### src/rtl/spe_pkg.sv
package spe_pkg;

  localparam logic [1:0] OP_RD  = 2'd0;
  localparam logic [1:0] OP_WR  = 2'd1;
  localparam logic [1:0] OP_RMW = 2'd2;

  typedef enum logic [1:0] {PH_PAGE, PH_RD, PH_WR} spe_phase_e;
  typedef enum logic [1:0] {ST_IDLE, ST_XFER, ST_STALL, ST_GAP} spe_state_e;

  function automatic logic [31:0] spe_merge(input logic [31:0] old_v,
                                            input logic [31:0] new_v,
                                            input logic [31:0] mask_v);
    return (old_v & ~mask_v) | (new_v & mask_v);
  endfunction

endpackage

### src/rtl/spe_shifter.sv
module spe_shifter #(
  parameter int HALF_CYC = 2
) (
  input  logic        clk,
  input  logic        rst,
  input  logic        start,
  input  logic [15:0] tx_word,
  input  logic        miso,
  output logic        sclk,
  output logic        mosi,
  output logic        active,
  output logic        done,
  output logic [15:0] rx_word
);
  localparam int HC_W = (HALF_CYC > 1) ? $clog2(HALF_CYC) : 1;

  logic [HC_W-1:0] hc_q;
  logic [4:0]      bit_q;
  logic [15:0]     tx_q, rx_q;
  logic            act_q, sclk_q, done_q;

  always_ff @(posedge clk) begin
    if (rst) begin
      hc_q   <= '0;
      bit_q  <= '0;
      tx_q   <= '0;
      rx_q   <= '0;
      act_q  <= 1'b0;
      sclk_q <= 1'b1;
      done_q <= 1'b0;
    end else begin
      done_q <= 1'b0;
      if (!act_q) begin
        if (start) begin
          act_q <= 1'b1;
          tx_q  <= tx_word;
          hc_q  <= '0;
          bit_q <= '0;
        end
      end else if (hc_q == HC_W'(HALF_CYC - 1)) begin
        hc_q   <= '0;
        sclk_q <= ~sclk_q;
        if (sclk_q) begin
          // falling edge: present the next bit (the first is already out)
          if (bit_q != 5'd0) tx_q <= {tx_q[14:0], 1'b0};
        end else begin
          // rising edge: sample
          rx_q  <= {rx_q[14:0], miso};
          bit_q <= bit_q + 5'd1;
          if (bit_q == 5'd15) begin
            act_q  <= 1'b0;
            done_q <= 1'b1;
          end
        end
      end else begin
        hc_q <= hc_q + 1'b1;
      end
    end
  end

  assign sclk    = sclk_q;
  assign mosi    = tx_q[15];
  assign active  = act_q;
  assign done    = done_q;
  assign rx_word = rx_q;

  // the clock rests high whenever no frame is shifting
  a_r1_sclk_rest_high: assert property (@(posedge clk) disable iff (rst)
    !act_q |-> sclk_q);
  // a frame always ends on a rising edge
  a_r1_end_high: assert property (@(posedge clk) disable iff (rst)
    done_q |-> (sclk_q && !act_q));
  // mosi never moves while sclk is low
  a_r1_mosi_on_fall: assert property (@(posedge clk) disable iff (rst)
    (act_q && !sclk_q && $past(act_q) && !$past(sclk_q)) |-> $stable(tx_q));

endmodule

### src/rtl/spe_seq.sv
module spe_seq
  import spe_pkg::*;
#(
  parameter int ADDR_W    = 9,
  parameter int PAGE_SIZE = 128,
  parameter int PAGE_REG  = 0,
  parameter int GAP_CYC   = 3,
  parameter int WR_STALL  = 2,
  parameter int RD_STALL  = 5,
  parameter int PAGING    = 1
) (
  input  logic              clk,
  input  logic              rst,
  input  logic              req_start,
  input  logic [1:0]        req_op,
  input  logic [ADDR_W-1:0] req_addr,
  input  logic [2:0]        req_size,
  input  logic [31:0]       req_wdata,
  input  logic [31:0]       req_mask,
  output logic              busy,
  output logic              done,
  output logic              err,
  output logic [31:0]       rdata,
  output logic              cs_n,
  output logic              sh_start,
  output logic [15:0]       sh_word,
  input  logic              sh_done,
  input  logic [15:0]       sh_rx
);
  localparam int OFF_W  = $clog2(PAGE_SIZE);
  localparam int PAGE_W = ADDR_W - OFF_W;
  localparam int STMAX  = (WR_STALL > RD_STALL) ? WR_STALL : RD_STALL;
  localparam int CMAX0  = (GAP_CYC > STMAX) ? GAP_CYC : STMAX;
  localparam int CMAX   = (CMAX0 > 1) ? CMAX0 : 1;
  localparam int CNT_W  = $clog2(CMAX + 1);

  spe_state_e        st_q;
  spe_phase_e        ph_q;
  logic [2:0]        idx_q, size_q;
  logic [1:0]        op_q;
  logic [ADDR_W-1:0] addr_q;
  logic [31:0]       wbuf_q, mask_q, rbuf_q, rdata_q;
  logic [CNT_W-1:0]  cnt_q;
  logic [PAGE_W-1:0] cur_page_q;
  logic              cur_ok_q, busy_q, done_q, err_q, cs_q, start_q;

  logic [PAGE_W-1:0] req_page;
  logic              need_page, size_ok;
  logic [6:0]        off7;
  logic [2:0]        rd_last, wr_last;
  logic              ph_last, final_frame;
  logic [7:0]        wbyte;

  assign req_page  = req_addr[ADDR_W-1:OFF_W];
  assign need_page = (PAGING != 0) && (!cur_ok_q || (cur_page_q != req_page));

  always_comb begin
    case (req_op)
      OP_RD, OP_RMW: size_ok = (req_size == 3'd2) || (req_size == 3'd4);
      OP_WR:         size_ok = (req_size == 3'd1) || (req_size == 3'd2) ||
                               (req_size == 3'd4);
      default:       size_ok = 1'b0;
    endcase
  end

  assign off7    = 7'(addr_q[OFF_W-1:0]);
  assign rd_last = (size_q == 3'd4) ? 3'd2 : 3'd1;
  assign wr_last = size_q - 3'd1;

  always_comb begin
    case (ph_q)
      PH_PAGE: ph_last = 1'b1;
      PH_RD:   ph_last = (idx_q == rd_last);
      default: ph_last = (idx_q == wr_last);
    endcase
  end
  assign final_frame = ph_last &&
                       ((ph_q == PH_WR) || ((ph_q == PH_RD) && (op_q != OP_RMW)));

  always_comb begin
    case (idx_q[1:0])
      2'd0:    wbyte = wbuf_q[7:0];
      2'd1:    wbyte = wbuf_q[15:8];
      2'd2:    wbyte = wbuf_q[23:16];
      default: wbyte = wbuf_q[31:24];
    endcase
  end

  always_comb begin
    case (ph_q)
      PH_PAGE: sh_word = {1'b1, 7'(PAGE_REG), 8'(addr_q[ADDR_W-1:OFF_W])};
      PH_RD: begin
        if (idx_q == rd_last) sh_word = 16'h0000;
        else if ((size_q == 3'd4) && (idx_q == 3'd0))
          sh_word = {1'b0, off7 + 7'd2, 8'h00};
        else
          sh_word = {1'b0, off7, 8'h00};
      end
      default: sh_word = {1'b1, off7 + 7'(idx_q), wbyte};
    endcase
  end

  always_ff @(posedge clk) begin
    if (rst) begin
      st_q       <= ST_IDLE;
      ph_q       <= PH_PAGE;
      idx_q      <= '0;
      size_q     <= '0;
      op_q       <= '0;
      addr_q     <= '0;
      wbuf_q     <= '0;
      mask_q     <= '0;
      rbuf_q     <= '0;
      rdata_q    <= '0;
      cnt_q      <= '0;
      cur_page_q <= '0;
      cur_ok_q   <= (PAGING == 0);
      busy_q     <= 1'b0;
      done_q     <= 1'b0;
      err_q      <= 1'b0;
      cs_q       <= 1'b1;
      start_q    <= 1'b0;
    end else begin
      done_q  <= 1'b0;
      start_q <= 1'b0;
      case (st_q)
        ST_IDLE: begin
          if (req_start) begin
            if (!size_ok) begin
              done_q  <= 1'b1;
              err_q   <= 1'b1;
              rdata_q <= '0;
            end else begin
              busy_q  <= 1'b1;
              err_q   <= 1'b0;
              op_q    <= req_op;
              size_q  <= req_size;
              addr_q  <= req_addr;
              wbuf_q  <= req_wdata;
              mask_q  <= req_mask;
              rbuf_q  <= '0;
              idx_q   <= '0;
              if (need_page)            ph_q <= PH_PAGE;
              else if (req_op == OP_WR) ph_q <= PH_WR;
              else                      ph_q <= PH_RD;
              st_q    <= ST_XFER;
              cs_q    <= 1'b0;
              start_q <= 1'b1;
            end
          end
        end
        ST_XFER: begin
          if (sh_done) begin
            cs_q <= 1'b1;
            if ((ph_q == PH_RD) && (idx_q != 3'd0)) begin
              if ((size_q == 3'd4) && (idx_q == 3'd1)) rbuf_q[31:16] <= sh_rx;
              else                                     rbuf_q[15:0]  <= sh_rx;
            end
            cnt_q <= (ph_q == PH_RD) ? CNT_W'(RD_STALL) : CNT_W'(WR_STALL);
            st_q  <= ST_STALL;
          end
        end
        ST_STALL: begin
          if (cnt_q != '0) begin
            cnt_q <= cnt_q - 1'b1;
          end else if (final_frame) begin
            st_q       <= ST_IDLE;
            busy_q     <= 1'b0;
            done_q     <= 1'b1;
            rdata_q    <= rbuf_q;
            cur_page_q <= addr_q[ADDR_W-1:OFF_W];
            cur_ok_q   <= 1'b1;
          end else begin
            st_q  <= ST_GAP;
            cnt_q <= CNT_W'(GAP_CYC);
            case (ph_q)
              PH_PAGE: begin
                ph_q  <= (op_q == OP_WR) ? PH_WR : PH_RD;
                idx_q <= '0;
              end
              PH_RD: begin
                if (ph_last) begin
                  ph_q   <= PH_WR;
                  idx_q  <= '0;
                  wbuf_q <= spe_merge(rbuf_q, wbuf_q, mask_q);
                end else begin
                  idx_q <= idx_q + 3'd1;
                end
              end
              default: idx_q <= idx_q + 3'd1;
            endcase
          end
        end
        default: begin
          if (cnt_q != '0) begin
            cnt_q <= cnt_q - 1'b1;
          end else begin
            st_q    <= ST_XFER;
            cs_q    <= 1'b0;
            start_q <= 1'b1;
          end
        end
      endcase
    end
  end

  assign busy     = busy_q;
  assign done     = done_q;
  assign err      = err_q;
  assign rdata    = rdata_q;
  assign cs_n     = cs_q;
  assign sh_start = start_q;

  // completion is a single-cycle pulse, never during busy
  a_r11_done_pulse: assert property (@(posedge clk) disable iff (rst)
    done_q |=> !done_q);
  a_r11_done_not_busy: assert property (@(posedge clk) disable iff (rst)
    done_q |-> !busy_q);
  // a rejected request touches no bus line and flags the error
  a_r8_reject_quiet: assert property (@(posedge clk) disable iff (rst)
    (st_q == ST_IDLE && req_start && !size_ok) |=> (cs_q && !busy_q && err_q && done_q));
  // the tracked page moves only on a clean completion
  a_r5_page_commit: assert property (@(posedge clk) disable iff (rst)
    !$stable(cur_page_q) |-> (done_q && !err_q));

endmodule

### src/rtl/spi_page_engine.sv
module spi_page_engine #(
  parameter int ADDR_W    = 9,
  parameter int PAGE_SIZE = 128,
  parameter int PAGE_REG  = 0,
  parameter int HALF_CYC  = 2,
  parameter int GAP_CYC   = 3,
  parameter int WR_STALL  = 2,
  parameter int RD_STALL  = 5,
  parameter int PAGING    = 1
) (
  input  logic              clk,
  input  logic              rst,
  input  logic              req_start,
  input  logic [1:0]        req_op,
  input  logic [ADDR_W-1:0] req_addr,
  input  logic [2:0]        req_size,
  input  logic [31:0]       req_wdata,
  input  logic [31:0]       req_mask,
  output logic              busy,
  output logic              done,
  output logic              err,
  output logic [31:0]       rdata,
  output logic              sclk,
  output logic              cs_n,
  output logic              mosi,
  input  logic              miso
);
  logic        sh_start, sh_done, sh_active;
  logic [15:0] sh_word, sh_rx;

  spe_seq #(
    .ADDR_W(ADDR_W), .PAGE_SIZE(PAGE_SIZE), .PAGE_REG(PAGE_REG),
    .GAP_CYC(GAP_CYC), .WR_STALL(WR_STALL), .RD_STALL(RD_STALL),
    .PAGING(PAGING)
  ) i_seq (
    .clk(clk), .rst(rst),
    .req_start(req_start), .req_op(req_op), .req_addr(req_addr),
    .req_size(req_size), .req_wdata(req_wdata), .req_mask(req_mask),
    .busy(busy), .done(done), .err(err), .rdata(rdata),
    .cs_n(cs_n), .sh_start(sh_start), .sh_word(sh_word),
    .sh_done(sh_done), .sh_rx(sh_rx)
  );

  spe_shifter #(.HALF_CYC(HALF_CYC)) i_shift (
    .clk(clk), .rst(rst), .start(sh_start), .tx_word(sh_word), .miso(miso),
    .sclk(sclk), .mosi(mosi), .active(sh_active), .done(sh_done),
    .rx_word(sh_rx)
  );

  // no clocking while the sensor is deselected
  a_r1_cs_quiet: assert property (@(posedge clk) disable iff (rst)
    cs_n |-> (!sh_active && sclk));
  // the bus is only ever selected inside an access
  a_r11_cs_in_busy: assert property (@(posedge clk) disable iff (rst)
    !cs_n |-> busy);

endmodule

### config.mk
export PLATFORM = sky130hd
export DESIGN_NAME = spi_page_engine
export DESIGN_NICKNAME = d
export VERILOG_FILES = /design/src/rtl/spe_pkg.sv /design/src/rtl/spe_shifter.sv /design/src/rtl/spe_seq.sv /design/src/rtl/spi_page_engine.sv
export SDC_FILE = /design/constraint.sdc
export NUM_CORES = 1
export LEC_CHECK = 0
export BUFFER_PORTS_ARGS = -buffer_cell sky130_fd_sc_hd__buf_2
export CAP_MARGIN = 20
export CORE_AREA = 2 2 179 181
export DETAILED_ROUTE_END_ITERATION = 8
export DIE_AREA = 0 0 181 183
export SETUP_SLACK_MARGIN = 0.5
export SLEW_MARGIN = 15
export SYNTH_ARGS = -nofsm -noshare
export SYNTH_HDL_FRONTEND = slang
export SYNTH_SLANG_ARGS = --single-unit
export TNS_END_PERCENT = 50
### constraint.sdc
create_clock -name clk -period 2.4 [get_ports clk]
set_input_delay 0.36 -clock clk [delete_from_list [all_inputs] [get_ports clk]]
set_output_delay 0.36 -clock clk [all_outputs]
set_load 0.02 [all_outputs]
Word-level counts from Yosys, hierarchy flattened:

Index checks and enable logic that the tools add are counted.

* bits in registers: 201
* bits in latches: 0
* RAM bits: 0
* memory bits (read-only): 0
* output and inout port bits: 38
* memories kept: 0

* add/sub/neg operators: 7
* multipliers: 0
* divide/modulo/power cells: 0
* magnitude comparators: 0
* equal/unequal tests: 39
* shifts and indexed selects: 0
* muxes and demuxes: 93
* bitwise logic cells: 10
* reduce and logical (&&, ||, !) cells: 43

Operators with widths (number)
* $mux 32: 14
* $pmux 32 s2: 3
* $mux 16: 8
* $and 32x32->32: 2
* $not 32->32: 1
* $or 32x32->32: 1
* $pmux 16 s2: 1
* $mux 2: 15
* $mux 3: 10
* $reduce_and 5->1: 5
* $mux 1: 24
* $pmux 8 s3: 1
* $mux 5: 4
* $ne 2x2->1 const B: 9
* $ne 2x1->1 const B: 8
* $mux 15: 1
* $reduce_and 7->1: 2
* $pmux 3 s2: 2
* $reduce_and 3->1: 4
* $reduce_and 6->1: 2
* $eq 2x1->1 const B: 5
* $pmux 1 s2: 5
* $pmux 3 s3: 1
* $reduce_bool 3->1: 3
* 30 further kinds: 61

Longest topological paths before layout:

Gate-level depths: netlist of run 1.

* depth after elaboration: 9
* gate-level depth with buffers: 10

Cells and area by module:

A second synthesis of run 1 with hierarchy kept.

* cell total of the unflattened synthesis: 1156
* area, all modules: 10187.3 um2

Modules (own cells, without submodules)
* spe_seq: instances 1, cells each 961, area an instance 8272.9 um2
* spe_shifter: instances 1, cells each 195, area an instance 1914.3 um2

Worst setup path after synthesis of run 1:

No wires, ideal clock.

* path type: register to register
* start: register i_seq.size_q[0]
* end: register i_seq.cnt_q[1]
* setup time: 0.070 ns
* arrival time: 2.052 ns
* required time: 2.330 ns
* slack: 0.277 ns
* stages on the path, launching flop included: 9
* cell sequence: dfxtp_1 inv_1 ha_1 ha_1 and4bb_2 o311a_1 a21boi_2 a2111o_1 a21oi_1

* cells in the longest elaborated chain, start to end: 7

Ends and longest elaborated chain
* from (decl): line spe_seq.sv:39 `logic [2:0] idx_q, size_q;`
* from (signal assigned): line spe_seq.sv:137 `size_q <= req_size;`
* branches (longest 3 deep; another with $sub 3x1->3)
* $pmux 1 s2 *: line spe_seq.sv:71 `case (ph_q)`
* $logic_and 1x1->1 *: line spe_seq.sv:77 `assign final_frame = ph_last &&`
* $ne 3x3->1 (no source line) *
* $reduce_and 4->1 (no source line) *
* to (signal assigned): line spe_seq.sv:159 `cnt_q <= (ph_q == PH_RD) ? CNT_W'(RD_STALL) : CNT_W'(WR_STALL);`
* to (signal assigned): line spe_seq.sv:165 `cnt_q <= cnt_q - 1'b1;`
* to (signal assigned): line spe_seq.sv:175 `cnt_q <= CNT_W'(GAP_CYC);`
* to (decl): line spe_seq.sv:43 `logic [CNT_W-1:0] cnt_q;`

Every way passes the cells marked *.
A chain may end at the register's enable or synchronous reset.

Worst setup path in the final report of run 1:

* start: register i_seq.size_q[1]
* end: register i_seq.rdata_q[7], in the netlist i_seq.rdata[7]

* cells in the longest elaborated chain, start to end: 7

Ends and longest elaborated chain
* branches (longest 3 deep; another with $sub 3x1->3)
* $pmux 1 s2 *: line spe_seq.sv:71
* $logic_and 1x1->1 *: line spe_seq.sv:77
* $ne 2x1->1 (no source line) *
* $reduce_and 5->1 (no source line) *
* to (signal assigned): line spe_seq.sv:170 `rdata_q <= rbuf_q;`
* to (decl): line spe_seq.sv:42 `logic [31:0] wbuf_q, mask_q, rbuf_q, rdata_q;`

Marks and branches as above.

==> metrics.md, run 1 <==
| Metric | Value |
|---|---|
| Worst EP arrival | 2650 ps |
| Slowest CP cell | dfxtp_2 |
| # rows | 65 |
| Synth top area cells | dfxtp_1, nand2_1, a21oi_1 |
| FILL cells | 3182 |
| Antenna violations before repair | 2 |
| Outcome | completed |
| H-tree depth | 1 |
| Largest area contributor in the netlist | dfxtp_1 |
| Crit path time final | 2200 ps |
| Largest net degree at the start of global routing | 110 |
| Chip width | 181 µm |
| Wire per inst | 18.9 µm |
| Async set-reset flop share out of synthesis | 0 |
| Area share of the largest cell type after synthesis | 0.420 |
| CTS tree | done |
| PwrDens | 793 nW/µm² |
| DIE AREA | 33100 µm² |
| CTS Root Cell | clkbuf_16 |
| Synth warn | 0 |
| Final Cycle Share | 0.916 |
| WP data required | 2850 ps |
| Reg clk slew, reported paths | 60 ps |
| Hold WC Path Type | in2reg |
| Worst path max stage delay | 340 ps |
| Final Setup Violations | 0 |
| Commonest non-fill, non-tap cell in the layout | dfxtp_1 |
| Post-synthesis net count | 1275 |
| Synth unique cells | 75 |
| Initial drt markers | 724 |
| Starting density of the core | 0.307 |
| First-pass GRT wire length | 49.8 mm |
| N_diodes | 0 |
| Clock insertion delay at the later pin of the skew report | 540 ps |
| Ports | 120 |
| CTS buffer count | 23 |
| Max-Cap Viols | 0 |
| Worst Slack Setup Final | 201 ps |
| Core area | 31200 µm² |
| Final nets | 1382 |
| Initial DRT Pass Iterations | 5 |
| Leak Pwr | 4.23 nW |
| Post-CTS Hold Buffers | 0 |
| CP max FO | 30 |
| Slew headroom | 0.611 |
| Reg area | 4040 µm² |
| Hpwl dp | 21.7 mm |
| Flops & latches, synth | 201 |
| Worst-path cell chain | inv_2 > ha_4 > ha_4 > xnor2_1 > nand4_1 > buf_4 > a21boi_4 > buf_12 > nand3_2 > a31oi_1 |
| Post-Route Setup TNS | 0 ps |
| Final WL | 32.1 mm |
| DP Worst Slack | 162 ps |
| Global route total overflow | 0 |
| GRT Total Usage | 0.188 |
| Share of post-route cells with drive strength above 1 | 0.241 |
| CP dominant cell by count | ha_4 |
| Via count | 9140 |
| Post-layout instance area | 12100 µm² |
| Syn Area/Cell | 8.17 µm² |
| DR DRC count | 0 |
| Via density | 5.38 |
| Total power | 0.00958 W |
| Final Wtd Congestion | 0.853 |
| Layout Area Growth over Synthesis | 26.0% |
| Clk buf depth | 3 |
| Max Clk Rate | 455 MHz |
| Port bufs | 119 |
| Post-Syn Area | 9590 µm² |
| Vias in the first global route | 8682 |
| Chip Height | 183 µm |
| Most used DFF post-synth | dfxtp_1 |
| Post-synth EDFFs | 0 |
| Leading cell types in the layout, fill and taps excluded | dfxtp_1, nand2_1, buf_2 |
| Final hold slack | 67.5 ps |
| WS Path Type | reg2reg |
| Multi-input logic area | 5380 µm² |
| Clk sinks | 201 |
| Unrepaired setup endpoints after global routing | yes |
| Worst vdd ir | 0.601 mV |
| Startpoint Class | flop |
| Worst-margin pin slew | 583 ps |
| Fin Clk Skew | 16.7 ps |
| Dpl cell area | 10800 µm² |
| Slew Limit Fails | 0 |
| Sequential fraction of the synthesis area | 0.420 |
| ANT nets after route | 0 |
| Final hold vios | 0 |
| Mapped Cells | 1173 |
| Crit end category | flop |
==> where the power goes <==
| part | switching, W | total (W) | internal [W] | leakage (nW) |
|---|---|---|---|---|
| Sequential | 0.000203 | 0.00378 | 0.00357 | 1.63 |
| Combinational | 0.00118 | 0.00202 | 0.000841 | 2.20 |
| Clock | 0.00150 | 0.00378 | 0.00228 | 0.397 |
==> cells in the mapped netlist, types with 3 or more instances <==
library cell / count
dfxtp_1: 201
o21ai_0: 89
ha_1: 19
mux2i_1: 37
nand2b_1: 8
xnor2_1: 9
and2_1: 16
or3_1: 32
a31oi_1: 65
nor3_1: 13
nor2_1: 62
a222oi_1: 8
buf_12: 3
nand3b_1: 4
a211oi_1: 33
inv_1: 22
and3_1: 3
o21a_1: 5
nand2_1: 188
a221oi_1: 11
clkbuf_1: 61
a21oi_1: 93
nor3b_1: 4
xor2_1: 8
a211o_1: 3
buf_2: 26
nand3_1: 77
nor2b_1: 9
==> cell type report <==
class	instances	share of cell area
clock inverter	10	0.0123
multi-input combinational	853	0.446
inverter	22	0.00715
tap	402	0.0416
timing repair buffer	179	0.104
sequential	201	0.334
clock buffer	31	0.0551
==> layer usage <==
| metal | track usage | share of wire | routed length [µm] |
|---|---|---|---|
| met1 | 0.261 | 0.45 | 14600 |
| met2 | 0.300 | 0.46 | 14700 |
| met3 | 0.0330 | 0.065 | 2080 |
| met4 | 0.0514 | 0.023 | 734 |
| met5 | 0 | 0 | 0 |
==> cell families after synthesis <==
kind of cell | Yosys count | share of synthesized area
DFF | 201 | 0.420
and+or+nand+nor | 438 | 0.217
muxes | 37 | 0.0386
adders and majority gates | 20 | 0.0269
AOI/OAI and AO/OA | 341 | 0.223
buffers and inverters | 119 | 0.0594
xor gates and xnor gates | 17 | 0.0155
==> worst max-delay path, delay by kind of cell, from the launching register on <==
kind | cells | cell delay (ps)
and+or+nand+nor | 2 | 270
AOI/OAI and AO/OA | 2 | 450
adders and majority gates | 2 | 360
xor gates and xnor gates | 1 | 220
buffers and inverters | 3 | 470
DFF | 1 | 340
==> path summary, 6_finish.rpt <==
path	slack, ps	to	depth (start not counted)	startpoint
worst max-delay path	200	i_seq.rdata[7]$_SDFFE_PP0P_	10	i_seq.size_q[1]$_SDFFE_PP0P_
worst min-delay path	70	i_seq.mask_q[12]$_SDFFE_PP0P_	3	req_mask[12]
worst max register to register	200	i_seq.rdata[7]$_SDFFE_PP0P_	10	i_seq.size_q[1]$_SDFFE_PP0P_
worst min register to register	450	i_shift.tx_q[15]$_SDFFE_PP0P_	2	i_shift.tx_q[15]$_SDFFE_PP0P_
==> timing repair <==
item                       4_1_cts  5_1_grt
setup buffers                   19        6
gates cloned                     1        1
pin swaps                       13       22
setup endpoints to repair      153      131
resized for setup               31       32
==> stage by stage <==
step / instances / utilization
after floorplan: 1173 / -
after global routing: 1698 / 0.387
final: 1698 / 0.387
after CTS: 1691 / 0.381
after detailed placement: 1630 / 0.345
after global placement: 1630 / 0.345
Note: power is estimated with default switching activity, not from simulation.
==> inputs of run 2 (changes only) <==
Settings changed: CORE_AREA 2 2 179 181 to 2 2 231 142, CTS_BUF_LIST set to sky130_fd_sc_hd__clkbuf_4 sky130_fd_sc_hd__clkbuf_8, DIE_AREA 0 0 181 183 to 0 0 233 144.
==> metrics.md, run 2 (synthesized netlist as in run 1, its figures left out) <==
| Metric | Value |
|---|---|
| Outcome | completed |
| Hpwl dp | 23.0 mm (+6.3%) |
| Chip width | 233 µm (+29%) |
| Final Cycle Share | 0.892 (-0.0247) |
| Flop pwr share | 0.391 (-0.003) |
| Leak Pwr | 4.47 nW (+5.7%) |
| Starting density of the core | 0.302 (-0.00469) |
| Via count | 9604 (+5.1%) |
| Final hold slack | 40.5 ps (-27.0 ps) |
| Worst path max stage delay | 460 ps (+120 ps) |
| Worst r2r src | i_seq.size_q[2]$_SDFFE_PP0P_ |
| CTS Root Cell | clkbuf_8 |
| CTS tree | done |
| Unrepaired setup endpoints after global routing | yes |
| DR DRC count | 0 (unchanged) |
| Hold EP | i_seq.mask_q[25]$_SDFFE_PP0P_ |
| Port bufs | 119 (unchanged) |
| PwrDens | 771 nW/µm² (-2.8%) |
| Layout Area Growth over Synthesis | 31.9% |
| Max-Cap Viols | 0 (unchanged) |
| Pint | 0.00665 W (-0.72%) |
| Worst EP arrival | 2610 ps (-40 ps) |
| Post-layout instance area | 12600 µm² (+4.7%) |
| Initial DRT Pass Iterations | 7 (+2) |
| Slew Limit Fails | 0 (unchanged) |
| Wire per inst | 19.8 µm (+4.9%) |
| Vias in the first global route | 8632 (-0.58%) |
| Reg-to-Reg End | i_seq.rdata[13]$_SDFFE_PP0P_ |
| Dpl cell area | 10900 µm² (+0.93%) |
| Reg clk slew, reported paths | 60 ps (about the same) |
| Hold Path Cell Cnt | 3 (unchanged) |
| Fin Clk Skew | 29.7 ps (+13.1 ps) |
| Via density | 5.45 (+1.3%) |
| Clk sinks | 201 (unchanged) |
| WP data required | 2870 ps (+20 ps) |
| Worst vdd ir | 0.313 mV (-48%) |
| Commonest non-fill, non-tap cell in the layout | dfxtp_1 |
| Post-CTS Hold Buffers | 0 (unchanged) |
| CTS buffer count | 34 (+48%) |
| Post-Route Setup TNS | 0 ps (unchanged) |
| Chip Height | 144 µm (-21%) |
| Final Wtd Congestion | 0.883 (+3.5%) |
| Slowest CP cell | dfxtp_1 |
| First-pass GRT wire length | 51.1 mm (+2.8%) |
| Combinational Power Share | 0.250 (+0.039) |
| Crit path time final | 2140 ps (-59.3 ps) |
| Final hold vios | 0 (unchanged) |
| Finished Core Util | 0.399 (+0.0120) |
| CP top delay family | buffers and inverters |
| Leading cell types in the layout, fill and taps excluded | dfxtp_1, nand2_1, buf_2 |
| R2r worst-path depth | 10 (unchanged) |
| R2R Setup Slk | 260 ps (+60 ps) |
| Final Setup Violations | 0 (unchanged) |
| Worst path bufs/invs | 4 (+1) |
| Crit end category | flop |
| DP Worst Slack | 124 ps (-38.6 ps) |
| Worst Slack Setup Final | 260 ps (+59.3 ps) |
| Clock insertion delay at the later pin of the skew report | 560 ps (+20 ps) |
| ANT nets after route | 0 (unchanged) |
| Startpoint Class | flop |
| DIE AREA | 33600 µm² (+1.3%) |
| Largest net degree at the start of global routing | 77 (-30%) |
| Slew headroom | 0.619 (+0.00718) |
| Ports | 120 (unchanged) |
| FILL cells | 3151 (-0.97%) |
| Final nets | 1414 (+2.3%) |
| Worst-path cell chain | ha_4 > nor4b_4 > buf_4 > buf_6 > or3_4 > o21ai_4 > buf_8 > clkbuf_16 > nand3_2 > a31oi_1 |
| Hold WC Path Type | in2reg |
| Global route total overflow | 0 (unchanged) |
| Clk buf depth | 3 (unchanged) |
| Final WL | 34.9 mm (+8.8%) |
| N_diodes | 0 (unchanged) |
| Worst-margin pin slew | 572 ps (-10.8 ps) |
| Initial drt markers | 1078 (+49%) |
| Net switching power | 0.00310 W (+7.7%) |
| # rows | 51 (-22%) |
| WS Path Type | reg2reg |
| Sw frac | 0.318 (+0.0174) |
| H-tree depth | 2 (+1) |
| Hold path start | req_mask[25] |
| CP max FO | 8 (-73%) |
| Power share of the clock group | 0.359 (-0.036) |
| Share of post-route cells with drive strength above 1 | 0.277 (+0.0360) |
| Core area | 31700 µm² (+1.6%) |
| Max Clk Rate | 467 MHz (+2.8%) |
| GRT Total Usage | 0.198 (+0.0106) |
| Antenna violations before repair | 0 (-2) |
==> run 2: metal layers <==
| metal | wire length (µm) | part of all wire | GRT usage |
|---|---|---|---|
| met5 | 0 | 0 | 0 |
| met4 | 562 | 0.016 | 0.0479 |
| met3 | 3280 | 0.094 | 0.0481 |
| met2 | 14100 | 0.40 | 0.274 |
| met1 | 17000 | 0.49 | 0.302 |
==> run 2: stage by stage <==
step | std cells | total power (W)
2_1_floorplan | 1173 | 0.00502
3_3_place_gp | 1655 | 0.00566
3_5_place_dp | 1655 | 0.00569
4_1_cts | 1744 | 0.00938
5_1_grt | 1761 | 0.0101
6_report | 1761 | 0.00975
==> run 2: worst max path at each step <==
stage,from,endpoint,slack [ps],cells after the start
floorplan,i_seq.size_q[0]$_SDFFE_PP0P_,i_seq.rdata[22]$_SDFFE_PP0P_,410,10
global placement,i_seq.size_q[0]$_SDFFE_PP0P_,i_seq.rdata[28]$_SDFFE_PP0P_,210,9
detailed placement,i_seq.size_q[0]$_SDFFE_PP0P_,i_seq.rdata[19]$_SDFFE_PP0P_,120,9
CTS,i_seq.size_q[1]$_SDFFE_PP0P_,i_seq.rdata[2]$_SDFFE_PP0P_,260,11
global route,i_seq.size_q[1]$_SDFFE_PP0P_,flop,140,10
finish,i_seq.size_q[2]$_SDFFE_PP0P_,i_seq.rdata[13]$_SDFFE_PP0P_,260,10
==> run 2: power by group through the flow <==
stage | Combinational [W] | Sequential (W) | Clock, W
after global placement | 0.00181 | 0.00385 | 0
after detailed placement | 0.00184 | 0.00385 | 0
after CTS | 0.00205 | 0.00378 | 0.00355
after global routing | 0.00259 | 0.00383 | 0.00368
after floorplan | 0.00125 | 0.00377 | 0
final | 0.00244 | 0.00381 | 0.00350
==> run 2: worst register-to-register path, stage by stage, from the launching register on <==
cell and delay [ps]:
dfxtp_1 460, ha_4 210, nor4b_4 50, buf_4 160, buf_6 100, or3_4 340, o21ai_4 110, buf_8 180
clkbuf_16 190, nand3_2 70, a31oi_1 180
==> run 2: layout make-up <==
class                   instances  area (µm²)  share of cell area
inverters                      22        86.3             0.00683
flip-flops and latches        201        4030               0.319
multi-input cells             853        5540               0.438
clock buffers                  55         707              0.0559
repair buffers                200        1690               0.133
clock inverters                 6        66.3             0.00524
well taps                     424         531              0.0419
==> run 2: timing repair <==
| item | 4_1_cts | 5_1_grt |
|---|---|---|
| hold endpoints to repair | 0 | 0 |
| setup buffers | 23 | 11 |
| cloned | 5 | 6 |
| endpoints found under the setup margin | 126 | 126 |
| pin swaps | 29 | 33 |
| gates resized for setup | 41 | 46 |
==> inputs of run 3 (changes only) <==
Settings changed: ABC_AREA set to 1, CORE_AREA 2 2 231 142 to 2 2 233 143, DIE_AREA 0 0 233 144 to 0 0 235 145.
==> metrics.md, run 3 <==
| Metric | Value |
|---|---|
| Worst-margin pin slew | 648 ps (+75.7 ps) |
| Sw frac | 0.426 (+0.107) |
| Synth top cells by count | nand2_1, inv_1, dfxtp_1, a21oi_1, nor2_1 |
| Max-Cap Viols | 0 (unchanged) |
| Non-Filler Instances | 2036 (+16%) |
| Final hold vios | 0 (unchanged) |
| Slowest CP cell | dfxtp_2 |
| Hold WC Path Type | in2reg |
| Final Setup Violations | 0 (unchanged) |
| Post-synth EDFFs | 0 (unchanged) |
| Async set-reset flop share out of synthesis | 0 (unchanged) |
| CTS buffer count | 31 (-8.8%) |
| Met2 routed WL | 13.2 mm (-6.3%) |
| Wire per inst | 16.8 µm (-15%) |
| Via density | 4.99 (-8.6%) |
| Reg area | 4040 µm² (+0.22%) |
| # rows | 51 (unchanged) |
| Post-synthesis net count | 1535 (+20%) |
| Post-Route Setup TNS | 0 ps (unchanged) |
| Global route total overflow | 0 (unchanged) |
| Crit path time final | 2120 ps (-20.5 ps) |
| Routed length on met3 | 3.50 mm (+6.7%) |
| Power share of the clock group | 0.192 (-0.167) |
| Commonest non-fill, non-tap cell in the layout | nand2_1 |
| Initial drt markers | 1280 (+19%) |
| Vias in the first global route | 8875 (+2.8%) |
| Clock insertion delay at the later pin of the skew report | 620 ps (+60 ps) |
| GRT Total Usage | 0.187 (-0.0114) |
| Crit end category | flop |
| Final Wtd Congestion | 0.860 (-2.7%) |
| DIE AREA | 34100 µm² (+1.6%) |
| DR DRC count | 0 (unchanged) |
| Post-Syn Area | 9770 µm² (+1.9%) |
| Via count | 10150 (+5.7%) |
| Most common cell in the netlist | nand2_1 |
| Clk sinks | 201 (unchanged) |
| Flops & latches, synth | 201 (unchanged) |
| First-pass GRT wire length | 50.6 mm (-1.1%) |
| Ports | 120 (unchanged) |
| Chip Height | 145 µm (+0.69%) |
| CTS Root Cell | clkbuf_8 |
| Mapped Cells | 1433 (+22%) |
| Syn Area/Cell | 6.82 µm² (-17%) |
| Antenna violations before repair | 0 (unchanged) |
| WP data required | 2910 ps (+40 ps) |
| Chip width | 235 µm (+0.86%) |
| Met1 wire length | 16.9 mm (-0.64%) |
| Max Used Layer | met4 |
| Final Cycle Share | 0.883 (-0.00853) |
| Worst EP arrival | 2630 ps (+20 ps) |
| Worst vdd ir | 0.570 mV (+82%) |
| Starting density of the core | 0.306 (+0.00334) |
| Synth warn | 0 (unchanged) |
| Worst path bufs/invs | 3 (-1) |
| Final hold slack | 38.8 ps (-1.63 ps) |
| Post-CTS Hold Buffers | 0 (unchanged) |
| Clk buf depth | 3 (unchanged) |
| H-tree depth | 1 (-1) |
| Net switching power | 0.00673 W (+120%) |
| Leak Pwr | 5.86 nW (+31%) |
| Worst-path cell chain | inv_2 > ha_4 > ha_4 > xnor2_2 > nand3_1 > nand2_2 > nand3_4 > nand2_4 > nand3_4 > buf_12 > clkbuf_16 > a21oi_1 > nor2_1 |
| Port bufs | 119 (unchanged) |
| Total power | 0.0158 W (+62%) |
| Pint | 0.00907 W (+36%) |
| Startpoint Class | flop |
| R2R Setup Slk | 280 ps (+20 ps) |
| Final nets | 1696 (+20%) |
| Share of post-route cells with drive strength above 1 | 0.236 (-0.0404) |
| CP max FO | 6 (-2) |
| Max Clk Rate | 472 MHz (+0.97%) |
| Layout Area Growth over Synthesis | 31.1% |
| Final WL | 34.3 mm (-1.7%) |
| Area share of the largest cell type after synthesis | 0.412 (-0.00790) |
| Fin Clk Skew | 25.9 ps (-3.87 ps) |
| Slew Limit Fails | 0 (unchanged) |
| Sequential fraction of the synthesis area | 0.412 (-0.00790) |
| Unrepaired setup endpoints after global routing | yes |
| Synth unique cells | 41 (-45%) |
| Finished Core Util | 0.401 (+0.00175) |
| Combinational Power Share | 0.513 (+0.263) |
| WS Path Type | reg2reg |
| CP top delay family | simple AND/OR/NAND/NOR gates |
| Slew headroom | 0.568 (-0.0505) |
| Flop pwr share | 0.295 (-0.096) |
| Hpwl dp | 22.6 mm (-2.1%) |
| Placed insts | 1934 (+17%) |
| Initial DRT Pass Iterations | 6 (-1) |
| Core area | 32000 µm² (+0.80%) |
| FILL cells | 3209 (+1.8%) |
| Most used DFF post-synth | dfxtp_1 |
| N_diodes | 0 (unchanged) |
| Largest area contributor in the netlist | dfxtp_1 |
| CTS tree | done |
| Largest net degree at the start of global routing | 72 (-6.5%) |
| Leading cell types in the layout, fill and taps excluded | nand2_1, dfxtp_1, inv_1 |
| Reg clk slew, reported paths | 70 ps (about the same) |
| Outcome | completed |
| Multi-input logic area | 5070 µm² (-8.4%) |
| PwrDens | 1230 nW/µm² (+60%) |
| ANT nets after route | 0 (unchanged) |
| Worst path max stage delay | 330 ps (-130 ps) |
| Synth top area cells | dfxtp_1, nand2_1, a21oi_1 |
run 3: area by class of cell:
class                   instances  area share
clock buffers                  45      0.0440
clock inverters                 6     0.00479
inverters                     215      0.0646
multi-input cells             936       0.396
flip-flops and latches        201       0.316
well taps                     424      0.0414
repair buffers                209       0.134
run 3: routing by layer:
| metal | vias up | global-route usage |
|---|---|---|
| met5 | - | 0 |
| met4 | 0 | 0.0437 |
| met3 | 57 | 0.0337 |
| met2 | 474 | 0.247 |
| met1 | 4663 | 0.302 |
| li1 | 4956 | - |
run 3: worst paths after layout:
check                                              startpoint                             to  cells past startpoint
worst max-delay path             i_seq.size_q[0]$_SDFFE_PP0P_   i_seq.rdata[26]$_SDFFE_PP0P_                     13
worst max register to register   i_seq.size_q[0]$_SDFFE_PP0P_   i_seq.rdata[26]$_SDFFE_PP0P_                     13
worst min register to register  i_seq.rbuf_q[31]$_SDFFE_PP0P_  i_seq.rbuf_q[31]$_SDFFE_PP0P_                      2
worst min-delay path                             req_mask[16]  i_seq.mask_q[16]$_SDFFE_PP0P_                      3
run 3: metrics by stage:
step	instance area [µm²]	setup slack, ps
after floorplan	9780	498
after global placement	10900	264
after detailed placement	10900	122
after CTS	12100	403
after global routing	12800	220
final	12800	281
run 3: worst reg2reg max path: cells and delay by family (launching register included):
family | cells | cell delay (ps)
and+or+nand+nor | 6 | 630
buffers and inverters | 3 | 440
adders and majority gates | 2 | 420
DFF | 1 | 330
AOI/OAI and AO/OA | 1 | 120
xor gates and xnor gates | 1 | 90
run 3: cells by family after synthesis:
logic type | after synthesis | synth area share
compound gates | 358 | 0.197
xor+xnor | 6 | 0.00538
fa+ha+maj | 20 | 0.0264
buf+inv | 297 | 0.121
flops | 201 | 0.412
simple gates | 551 | 0.238
run 3: what timing repair did:
action / 4_1_cts / 5_1_grt
pin swaps: 14 / 49
gates resized for setup: 55 / 116
setup buffers: 15 / 21
cloned: 8 / 7
endpoints found under the setup margin: 116 / 176
run 3: power groups by stage:
stage          sequential [W]  combinational [W]  clock (W)
6_report              0.00466            0.00810    0.00304
5_1_grt               0.00475            0.00878    0.00321
4_1_cts               0.00463            0.00696    0.00308
3_5_place_dp          0.00467            0.00567          0
3_3_place_gp          0.00466            0.00557          0
2_1_floorplan         0.00475            0.00386          0
